File: src/rtl/adc_serial_port.sv
`timescale 1ns/1ps
module adc_serial_port #(
  parameter int DATA_W     = 12,
  parameter int ADDR_W     = 3,
  parameter int CTRL_W     = 5,
  parameter int SCLK_DIV   = 8,
  parameter int ACQ_CYCLES = 40,
  parameter bit TWOS_COMP  = 1'b0
) (
  input  logic              clk,
  input  logic              rst_n,
  input  logic              slave_mode,
  input  logic              sclk_in,
  input  logic              rfs_in_n,
  input  logic              tfs_n,
  input  logic              sdi,
  input  logic              convst,
  input  logic              conv_done,
  input  logic [DATA_W-1:0] conv_data,
  output logic              sclk_out,
  output logic              rfs_out_n,
  output logic              sdo,
  output logic [ADDR_W-1:0] chan_sel,
  output logic [CTRL_W-ADDR_W-1:0] ctrl_flags,
  output logic              conv_start,
  output logic              acq_busy
);
  localparam int FRAME_W = 1 + ADDR_W + DATA_W;
  localparam int HALF    = SCLK_DIV / 2;
  localparam int HC_W    = $clog2(HALF + 1);
  localparam int FC_W    = $clog2(FRAME_W + 1);
  localparam int CC_W    = $clog2(CTRL_W + 1);
  localparam int AC_W    = $clog2(ACQ_CYCLES + 1);

  logic [1:0] s_sclk, s_rfs, s_tfs, s_sdi, s_cv;
  always_ff @(posedge clk or negedge rst_n)
    if (!rst_n) begin
      s_sclk <= 2'b11; s_rfs <= 2'b11; s_tfs <= 2'b11;
      s_sdi  <= 2'b00; s_cv  <= 2'b00;
    end else begin
      s_sclk <= {s_sclk[0], sclk_in};
      s_rfs  <= {s_rfs[0], rfs_in_n};
      s_tfs  <= {s_tfs[0], tfs_n};
      s_sdi  <= {s_sdi[0], sdi};
      s_cv   <= {s_cv[0], convst};
    end

  logic [HC_W-1:0] hcnt;
  logic [FC_W-1:0] mcnt;
  logic m_sclk, m_rfs, m_pend;
  wire  m_tick = (hcnt == HC_W'(HALF - 1));

  always_ff @(posedge clk or negedge rst_n)
    if (!rst_n) begin
      hcnt <= '0; m_sclk <= 1'b1; m_rfs <= 1'b1; m_pend <= 1'b0; mcnt <= '0;
    end else begin
      hcnt <= m_tick ? '0 : hcnt + 1'b1;
      if (m_tick) m_sclk <= ~m_sclk;
      if (slave_mode) begin
        m_rfs <= 1'b1; m_pend <= 1'b0; mcnt <= '0;
      end else begin
        if (conv_done) m_pend <= 1'b1;
        if (m_tick && !m_sclk) begin
          if (!m_rfs && mcnt == FC_W'(FRAME_W)) m_rfs <= 1'b1;
          else if (m_rfs && m_pend) begin
            m_rfs <= 1'b0; mcnt <= '0; m_pend <= conv_done;
          end
        end
        if (m_tick && m_sclk && !m_rfs) mcnt <= mcnt + 1'b1;
      end
    end

  assign sclk_out  = slave_mode | m_sclk;
  assign rfs_out_n = slave_mode | m_rfs;

  wire sclk_i = slave_mode ? s_sclk[1] : m_sclk;
  wire rfs_i  = slave_mode ? s_rfs[1]  : m_rfs;
  wire tfs_i  = s_tfs[1];

  logic sclk_q, rfs_q, tfs_q, cv_q;
  always_ff @(posedge clk or negedge rst_n)
    if (!rst_n) begin
      sclk_q <= 1'b1; rfs_q <= 1'b1; tfs_q <= 1'b1; cv_q <= 1'b0;
    end else begin
      sclk_q <= sclk_i; rfs_q <= rfs_i; tfs_q <= tfs_i; cv_q <= s_cv[1];
    end

  wire sc_fall  = sclk_q & ~sclk_i;
  wire sc_rise  = ~sclk_q & sclk_i;
  wire rfs_fall = rfs_q & ~rfs_i;
  wire tfs_fall = tfs_q & ~tfs_i;
  wire cv_rise  = ~cv_q & s_cv[1];

  logic [DATA_W-1:0] coded, result;
  if (TWOS_COMP) begin : g_twos
    assign coded = {~conv_data[DATA_W-1], conv_data[DATA_W-2:0]};
  end else begin : g_straight
    assign coded = conv_data;
  end

  always_ff @(posedge clk or negedge rst_n)
    if (!rst_n) result <= '0;
    else if (conv_done) result <= coded;

  logic [CTRL_W-1:0] ctrl, csr;
  logic [CC_W-1:0]   ccnt;
  wire commit = !tfs_i && !tfs_fall && sc_fall && ccnt == CC_W'(CTRL_W - 1);

  always_ff @(posedge clk or negedge rst_n)
    if (!rst_n) begin
      ctrl <= '0; csr <= '0; ccnt <= CC_W'(CTRL_W);
    end else begin
      if (tfs_fall) ccnt <= '0;
      else if (!tfs_i && sc_fall && ccnt != CC_W'(CTRL_W)) begin
        csr  <= {csr[CTRL_W-2:0], s_sdi[1]};
        ccnt <= ccnt + 1'b1;
      end
      if (commit) ctrl <= {csr[CTRL_W-2:0], s_sdi[1]};
    end

  assign chan_sel   = ctrl[CTRL_W-1 -: ADDR_W];
  assign ctrl_flags = ctrl[CTRL_W-ADDR_W-1:0];

  logic [FRAME_W-1:0] osr;
  logic [FC_W-1:0]    ocnt;
  logic               o_seen;
  always_ff @(posedge clk or negedge rst_n)
    if (!rst_n) begin
      osr <= '0; ocnt <= '0; o_seen <= 1'b0;
    end else if (rfs_fall) begin
      osr <= {1'b0, chan_sel, result}; ocnt <= '0; o_seen <= 1'b0;
    end else if (!rfs_i) begin
      if (sc_fall) o_seen <= 1'b1;
      if (sc_rise && o_seen && ocnt != FC_W'(FRAME_W - 1)) begin
        osr  <= osr << 1;
        ocnt <= ocnt + 1'b1;
      end
    end

  assign sdo = ~rfs_i & osr[FRAME_W-1];

  logic [AC_W-1:0] acq;
  logic cv_pend, start_q;
  always_ff @(posedge clk or negedge rst_n)
    if (!rst_n) begin
      acq <= '0; cv_pend <= 1'b0; start_q <= 1'b0;
    end else begin
      if (commit) acq <= AC_W'(ACQ_CYCLES);
      else if (acq != '0) acq <= acq - 1'b1;
      start_q <= (acq == '0) && (cv_rise || cv_pend);
      if (acq == '0) cv_pend <= 1'b0;
      else if (cv_rise) cv_pend <= 1'b1;
    end

  assign conv_start = start_q;
  assign acq_busy   = (acq != '0);
endmodule

File: config.mk
export PLATFORM = sky130hd
export DESIGN_NAME = adc_serial_port
export DESIGN_NICKNAME = d
export VERILOG_FILES = /design/src/rtl/adc_serial_port.sv
export SDC_FILE = /design/constraint.sdc
export NUM_CORES = 1
export LEC_CHECK = 0
export ABC_AREA = 1
export BUFFER_PORTS_ARGS = -buffer_cell sky130_fd_sc_hd__clkbuf_2
export CAP_MARGIN = 0
export CORE_MARGIN = 10
export CORE_UTILIZATION = 29
export CTS_CLUSTER_SIZE = 20
export DETAILED_ROUTE_END_ITERATION = 8
export SYNTH_ARGS = -nofsm -noshare
export SYNTH_HDL_FRONTEND = slang
export SYNTH_SLANG_ARGS = --single-unit
File: constraint.sdc
create_clock -name clk -period 2.85 [get_ports clk]
set_clock_uncertainty 0.15 [all_clocks]
set_input_delay 0.57 -clock clk [delete_from_list [all_inputs] [get_ports clk]]
set_output_delay 0.57 -clock clk [all_outputs]
set_load 0.02 [all_outputs]
==> qor.yml, run 1 <==
outcome:
  status: "finished clean"
finish:
  final_cell_mix: "nand2_1 (136), dfrtp_1 (66), nand3_1 (49)"
  utilization: 0.349
  nFillCells: 1231
  diodes: 0
  final_cell_count_no_fill: 592
  nNetsFinal: 471
  final_common_cell: "nand2_1"
  drive_gt1_frac: 0.162
  area_delta_synth_final_pct: 18.0
  fin_area_um2: 4200
routing:
  drt_wl_total_um: 6820
  drtAntennaViolNets: 0
  drcViolationCount: 0
  drtIter0Drc: 146
  vias: 2592
  viasPerCell: 4.38
  wl_per_cell_um: 11.5
  drtPass1Iterations: 4
sta:
  max_slew_margin: 0.607
  clock.fmax_mhz: 436
  period_minus_slack_ns: 2.29
  fin_setup_tns_ns: 0
  min_period_over_period: 0.805
  tightest_slew_ns: 0.585
  finalMaxSlewViolations: 0
  setup_violations: 0
  hold_viol: 0
  rsz0062_at_grt: "no"
clock_network:
  htree_levels: 3
  cts-hold-fix-buffers: 0
  cts_buffers: 9
  worstSkewPairLatency_ns: 0.33
  cts_root_buf: "clkbuf_16"
  clock_path_buffers: 2
  path_clk_slew_ns: 0.06
  cts_resized: 0
  post_cts_buffers: 0
  cts_tree: "yes"
  clock_sinks: 79
global_routing:
  grt_pass1_vias: 2566
  grt_overflow: 0
  grt.total_usage: 0.0842
  grt_max_degree: 44
  antenna_found_initial: 0
  grt_pass1_wl_um: 11800
power:
  p_int_mw: 2.36
  switching_power_uw: 868
  swShare: 0.269
  combPwrFrac: 0.157
  p_leak_nw: 2.23
  vdd_ir_drop_max_mv: 0.320
  power_frac_seq: 0.437
  p_per_area_nw_per_um2: 770
  power_frac_clock: 0.406
floorplan:
  core_um2: 12000
  die_h_um: 131
  fp.dieW_um: 131
  die-area_um2: 17100
  ios: 31
  fp-row-count: 40
  initial_core_util: 0.296
placement:
  hpwlAfterDp_um: 4720
  dpl_cell_area_um2: 3860
  portBuffers: 30
  dpl.cell_count: 576
  finalWeightedCongestion: 0.746
setup_path:
  crit_buf_inv: 2
  critPathMaxFanout: 10
  crit_chain: "inv_1 > ha_1 > nand3_1 > clkbuf_2"
  crit_type: "reg -> out"
  cpPeakStageDelay_ns: 0.37
  cpMaxStageDelayCell: "dfrtp_1"
  cp.required_ns: 2.13
  crit_arrival_ns: 1.57
  crit_family: "buffers and inverters"
  critPathLaunchType: "flip-flop"
  end_kind: "primary output"
flow_run:
  cap_violations: 0
synthesis:
  synth.mux.area_fraction: 0.00317
  syn_avg_cell_area_um2: 8.73
  syn-num-nets: 438
  syn_area_um2: 3550
  synth_xor_area_frac: 0.0172
  ys_ff_latch: 79
  synth-adder-area-share: 0.0352
  synth_top_family_by_area: "simple AND/OR/NAND/NOR gates"
  yosys_warnings: 0
  synth_compound_area_frac: 0.0433
  synth_cell_types: 29
  synth_simple_gate_area_share: 0.269
  ys_seq_area_frac: 0.561
  synthCells: 407
worst_hold_path:
  hp-class: "in -> async"
[stage by stage]
step	total power [mW]	worst slack, ns	hold slack (ns)
3_3_place_gp	1.91	0.856	0.182
2_1_floorplan	1.80	1.08	0.124
6_report	3.23	0.555	0.0563
5_1_grt	3.43	0.452	0.0908
4_1_cts	3.27	0.528	0.0710
3_5_place_dp	1.94	0.799	0.185
[synth_stat cells (all sizes together)]
master  count  share of area
clkinv      1         0.0014
and3        1         0.0018
a21oi       5         0.0070
xor2        7          0.017
or2         1         0.0018
dfstp      13          0.096
ha         10          0.035
a31oi       1         0.0018
nand4       5         0.0088
o211ai      1         0.0021
nor3b       1         0.0021
clkbuf      2         0.0021
buf         9          0.018
nand3      51          0.077
inv        48          0.051
mux2        1         0.0032
dfrtp      66           0.46
nor2       18          0.020
nor3        3         0.0042
o21ai      23          0.032
nand2     140           0.15
[area by class of cell]
cell class              instances  area (um2)  area share
well taps                     147         184      0.0438
clock buffers                  11         233      0.0555
flip-flops and latches         79        1990       0.475
repair buffers                 33         188      0.0447
inverters                      49         185      0.0441
multi-input cells             268        1310       0.311
clock inverters                 5         106      0.0254
[cell families (layout without fill, tap and decap cells)]
family	after synthesis	after routing
XOR/XNOR	7	7
multiplexers	1	1
adder cells (fa/ha/maj)	10	10
AO/OA/AOI/OAI	30	30
AND/OR/NAND/NOR	220	220
flip-flops	79	79
buffers and inverters	60	98
[metal layers]
layer	up-vias	track usage	wire [um]
li1	1350	-	-
met1	1190	0.106	3390
met2	47	0.135	3070
met3	5	0.0238	294
met4	0	0.0294	71
met5	-	0	0
[power groups by stage]
stage / sequential [mW] / combinational [mW] / clock [mW]
after floorplan: 1.40 / 0.395 / 0
after global placement: 1.42 / 0.485 / 0
after detailed placement: 1.43 / 0.515 / 0
after CTS: 1.41 / 0.516 / 1.35
after global routing: 1.43 / 0.608 / 1.39
final: 1.41 / 0.507 / 1.31
[sequential cells by signal, summed over array words and instances (netlist names), 2 cells and up]
| signal | count |
|---|---|
| osr | 16 |
| result | 12 |
| acq | 6 |
| ctrl | 5 |
| mcnt | 5 |
| ocnt | 5 |
| csr | 4 |
| ccnt | 3 |
| hcnt | 3 |
| s_cv | 2 |
| s_rfs | 2 |
| s_sclk | 2 |
| s_sdi | 2 |
| s_tfs | 2 |
[worst paths after layout]
path                          start        to  slack (ns)  depth (start not counted)
min                           rst_n   mcnt[2]        0.06                          1
max in group asynchronous     rst_n    sclk_q        1.84                          2
max reg2reg                 ocnt[0]    osr[5]        0.84                          9
max                          acq[0]  acq_busy        0.56                          4
min in group clk           rfs_in_n  s_rfs[0]        0.17                          1
min reg2reg                 s_cv[0]   s_cv[1]        0.20                          0
No activity file was read; power rests on OpenSTA's default activity.
==> run 2: changes to the inputs <==
- ABC_AREA: 1 -> 0
- clock period: 2.85 -> 2.06 ns (I/O delays scaled with it)
==> run 2 against run 1 <==
Compared with the run above:
- worst setup slack worse by 0.48 ns
- worst hold slack worse by 0.039 ns
- synthesized cell count decreased by 30%
- first-iteration DRC count decreased by 26%
- global-route usage fell by 0.070 points
- critical path type unchanged
- largest cell class unchanged
==> qor.yml, run 2 <==
outcome:
  status: "finished clean"  # unchanged
routing:
  drtIter0Drc: 108  # was 146
  vias: 2383  # was 2592
  wl_per_cell_um: 13.9  # was 11.5 um
  drt_wl_total_um: 6680  # was 6820 um
  viasPerCell: 4.96  # was 4.38
  drtPass1Iterations: 5  # was 4
  drcViolationCount: 0  # unchanged
  drtAntennaViolNets: 0  # unchanged
placement:
  dpl.cell_count: 462  # was 576
  finalWeightedCongestion: 0.827  # was 0.746
  hpwlAfterDp_um: 4690  # was 4720 um
  portBuffers: 30  # unchanged
setup_path:
  critPathMaxFanout: 7  # was 10
  crit_chain: "mux2i_2 > buf_6 > and2_1 > buf_4"  # was inv_1 > ha_1 > nand3_1 > clkbuf_2
  cp.required_ns: 1.50  # was 2.13 ns
  r2r_slack_ns: 0.09  # was 0.84 ns
  crit_family: "flip-flops"  # was buffers and inverters
  r2r-start: "ocnt[0]"  # unchanged
  end_kind: "primary output"  # unchanged
  crit_type: "reg -> out"  # unchanged
  cpPeakStageDelay_ns: 0.54  # was 0.37 ns
  crit_arrival_ns: 1.42  # was 1.57 ns
  critPathLaunchType: "flip-flop"  # unchanged
  crit_buf_inv: 2  # unchanged
  cpMaxStageDelayCell: "dfstp_2"  # was dfrtp_1
  reg2reg_depth: 7  # was 9
  rr_endpoint: "ocnt[0]"  # was osr[5]
sta:
  min_period_over_period: 0.962
  tightest_slew_ns: 0.507  # was 0.585 ns
  max_slew_margin: 0.662  # was 0.607
  clock.fmax_mhz: 505
  hold_viol: 0  # unchanged
  period_minus_slack_ns: 1.98
  finalMaxSlewViolations: 0  # unchanged
  rsz0062_at_grt: "no"  # unchanged
  setup_violations: 0  # unchanged
  fin_setup_tns_ns: 0  # unchanged
synthesis:
  synth_cell_types: 49  # was 29
  syn_area_um2: 3380  # was 3550 um2
  ys_seq_area_frac: 0.590  # was 0.561
  syn_avg_cell_area_um2: 11.9  # was 8.73 um2
  synth_area_leaders: "dfrtp_1 (49%), dfstp_2 (10%), mux2_2 (7.3%), o22ai_1 (5.4%), ha_1 (3.7%)"  # was dfrtp_1 (46%), nand2_1 (14%), dfstp_2 (9.6%), nand3_1 (6.9%), inv_1 (4.9%)
  synth_edf_count: 0  # unchanged
  synth_async_sr_flop_share: 1.00  # unchanged
  ys_ff_latch: 79  # unchanged
  yosys_warnings: 0  # unchanged
  synthCells: 283  # was 407
  synth_most_common_cell: "dfrtp_1"  # was nand2_1
  syn-num-nets: 314  # was 438
  synth_ff_type: "dfrtp_1"  # unchanged
  yosys.area.top_type_share: 0.489  # was 0.465
  post-synth-top-area-cell: "dfrtp_1"  # unchanged
  yosys-top-cells-count: "dfrtp_1 (66), o22ai_1 (29), a21oi_1 (23)"  # was nand2_1 (136), dfrtp_1 (66), nand3_1 (49)
global_routing:
  grt_pass1_vias: 2382  # was 2566
  grt.total_usage: 0.0835  # was 0.0842
  grt_overflow: 0  # unchanged
  antenna_found_initial: 0  # unchanged
  grt_pass1_wl_um: 11300  # was 11800 um
  grt_max_degree: 36  # was 44
clock_network:
  htree_levels: 3  # unchanged
  cts_buffers: 9  # unchanged
  clock_sinks: 79  # unchanged
  worstSkewPairLatency_ns: 0.33  # about the same
  cts_root_buf: "clkbuf_16"  # unchanged
  path_clk_slew_ns: 0.06  # about the same
  cts_tree: "yes"  # unchanged
  clock_path_buffers: 2  # unchanged
floorplan:
  die_h_um: 128  # was 131 um
  ios: 31  # unchanged
  initial_core_util: 0.296  # about the same
  fp-row-count: 39  # was 40
  core_um2: 11400  # was 12000 um2
  die-area_um2: 16400  # was 17100 um2
  fp.dieW_um: 128  # was 131 um
finish:
  reg_top3: "osr x16, result x12, acq x6"  # unchanged
  final_common_cell: "dfrtp_1"  # was nand2_1
  nFillCells: 1146  # was 1231
  final_cell_count_no_fill: 480  # was 592
  drive_gt1_frac: 0.326  # was 0.162
  final_cell_mix: "dfrtp_1 (66), o22ai_1 (29), clkbuf_2 (28)"  # was nand2_1 (136), dfrtp_1 (66), nand3_1 (49)
  area_delta_synth_final_pct: 22.7  # was 18.0%
  nNetsFinal: 363  # was 471
  largest_register_ff_count: 16  # unchanged
  regMostFlops: "osr"  # unchanged
  diodes: 0  # unchanged
worst_hold_path:
  min_to: "s_sclk[0]"
  whs_path_depth: 1
  hp-class: "in -> reg"  # was in -> async
  hold_start: "sclk_in"
power:
  p_leak_nw: 1.88  # was 2.23 nW
  p_per_area_nw_per_um2: 1010  # was 770 nW/um2
  vdd_ir_drop_max_mv: 0.374  # was 0.320 mV
  power.total_mw: 4.20  # was 3.23 mW
flow_run:
  cap_violations: 0  # unchanged
run 2: metrics by stage:
stage	hold slack (ns)	setup slack, ns	utilization	cell area (um2)
after floorplan	-0.0336	0.00153	-	3380
after global placement	0.186	0.0385	0.331	3780
after detailed placement	0.193	-0.0347	0.331	3780
after CTS	0.00307	0.0267	0.360	4110
after global routing	0.00568	0.000997	0.363	4150
final	0.0172	0.0792	0.363	4150
run 2: where the power goes:
group          internal [mW]  switching, mW  total [mW]
Clock                  0.977          0.622        1.60
Combinational          0.321          0.301       0.622
Sequential              1.79          0.188        1.98
run 2: cells by family after synthesis:
group	share of synthesized area
mux	0.0830
fa+ha+maj	0.0370
buf+inv	0.0381
flops	0.590
compound gates	0.144
simple gates	0.0970
xor+xnor	0.0104
run 2: worst max-delay path by stage:
stage / endpoint / startpoint / cells after the start
floorplan: sdo / slave_mode / 5
global placement: ocnt[0] / ocnt[0] / 7
detailed placement: ocnt[0] / ocnt[0] / 7
CTS: acq_busy / acq[2] / 3
global route: osr[14] / ocnt[0] / 8
finish: sdo / m_rfs / 4
run 2: timing repair:
| action | in CTS | in global routing |
|---|---|---|
| pin swaps | 0 | 2 |
| hold endpoints to repair | 24 | 0 |
| cloned | 0 | 0 |
| gates resized for setup | 3 | 10 |
| endpoints found under the setup margin | 17 | 19 |
| hold buffers | 1 | 0 |
| buffers inserted | 1 | 0 |
run 2: layout make-up:
type	count	area (um2)	area share
clock inverter	6	70.1	0.0169
timing repair buffer	49	312	0.0752
sequential	79	1990	0.481
tap	143	179	0.0432
inverter	17	63.8	0.0154
clock buffer	10	239	0.0577
multi-input combinational	176	1290	0.311
run 2: routing by layer:
layer	GRT usage	vias to the layer above	wire (um)
met5	0	-	0
met4	0.0318	0	62
met3	0.0248	6	234
met2	0.133	45	3200
met1	0.104	1203	3180
li1	-	1129	-
run 2: worst register-to-register path: cells and delay by family (launching register included):
family | cells | cell delay [ns]
and+or+nand+nor | 3 | 0.55
muxes | 1 | 0.28
adders and majority gates | 2 | 0.41
DFF | 1 | 0.38
AOI/OAI and AO/OA | 1 | 0.09
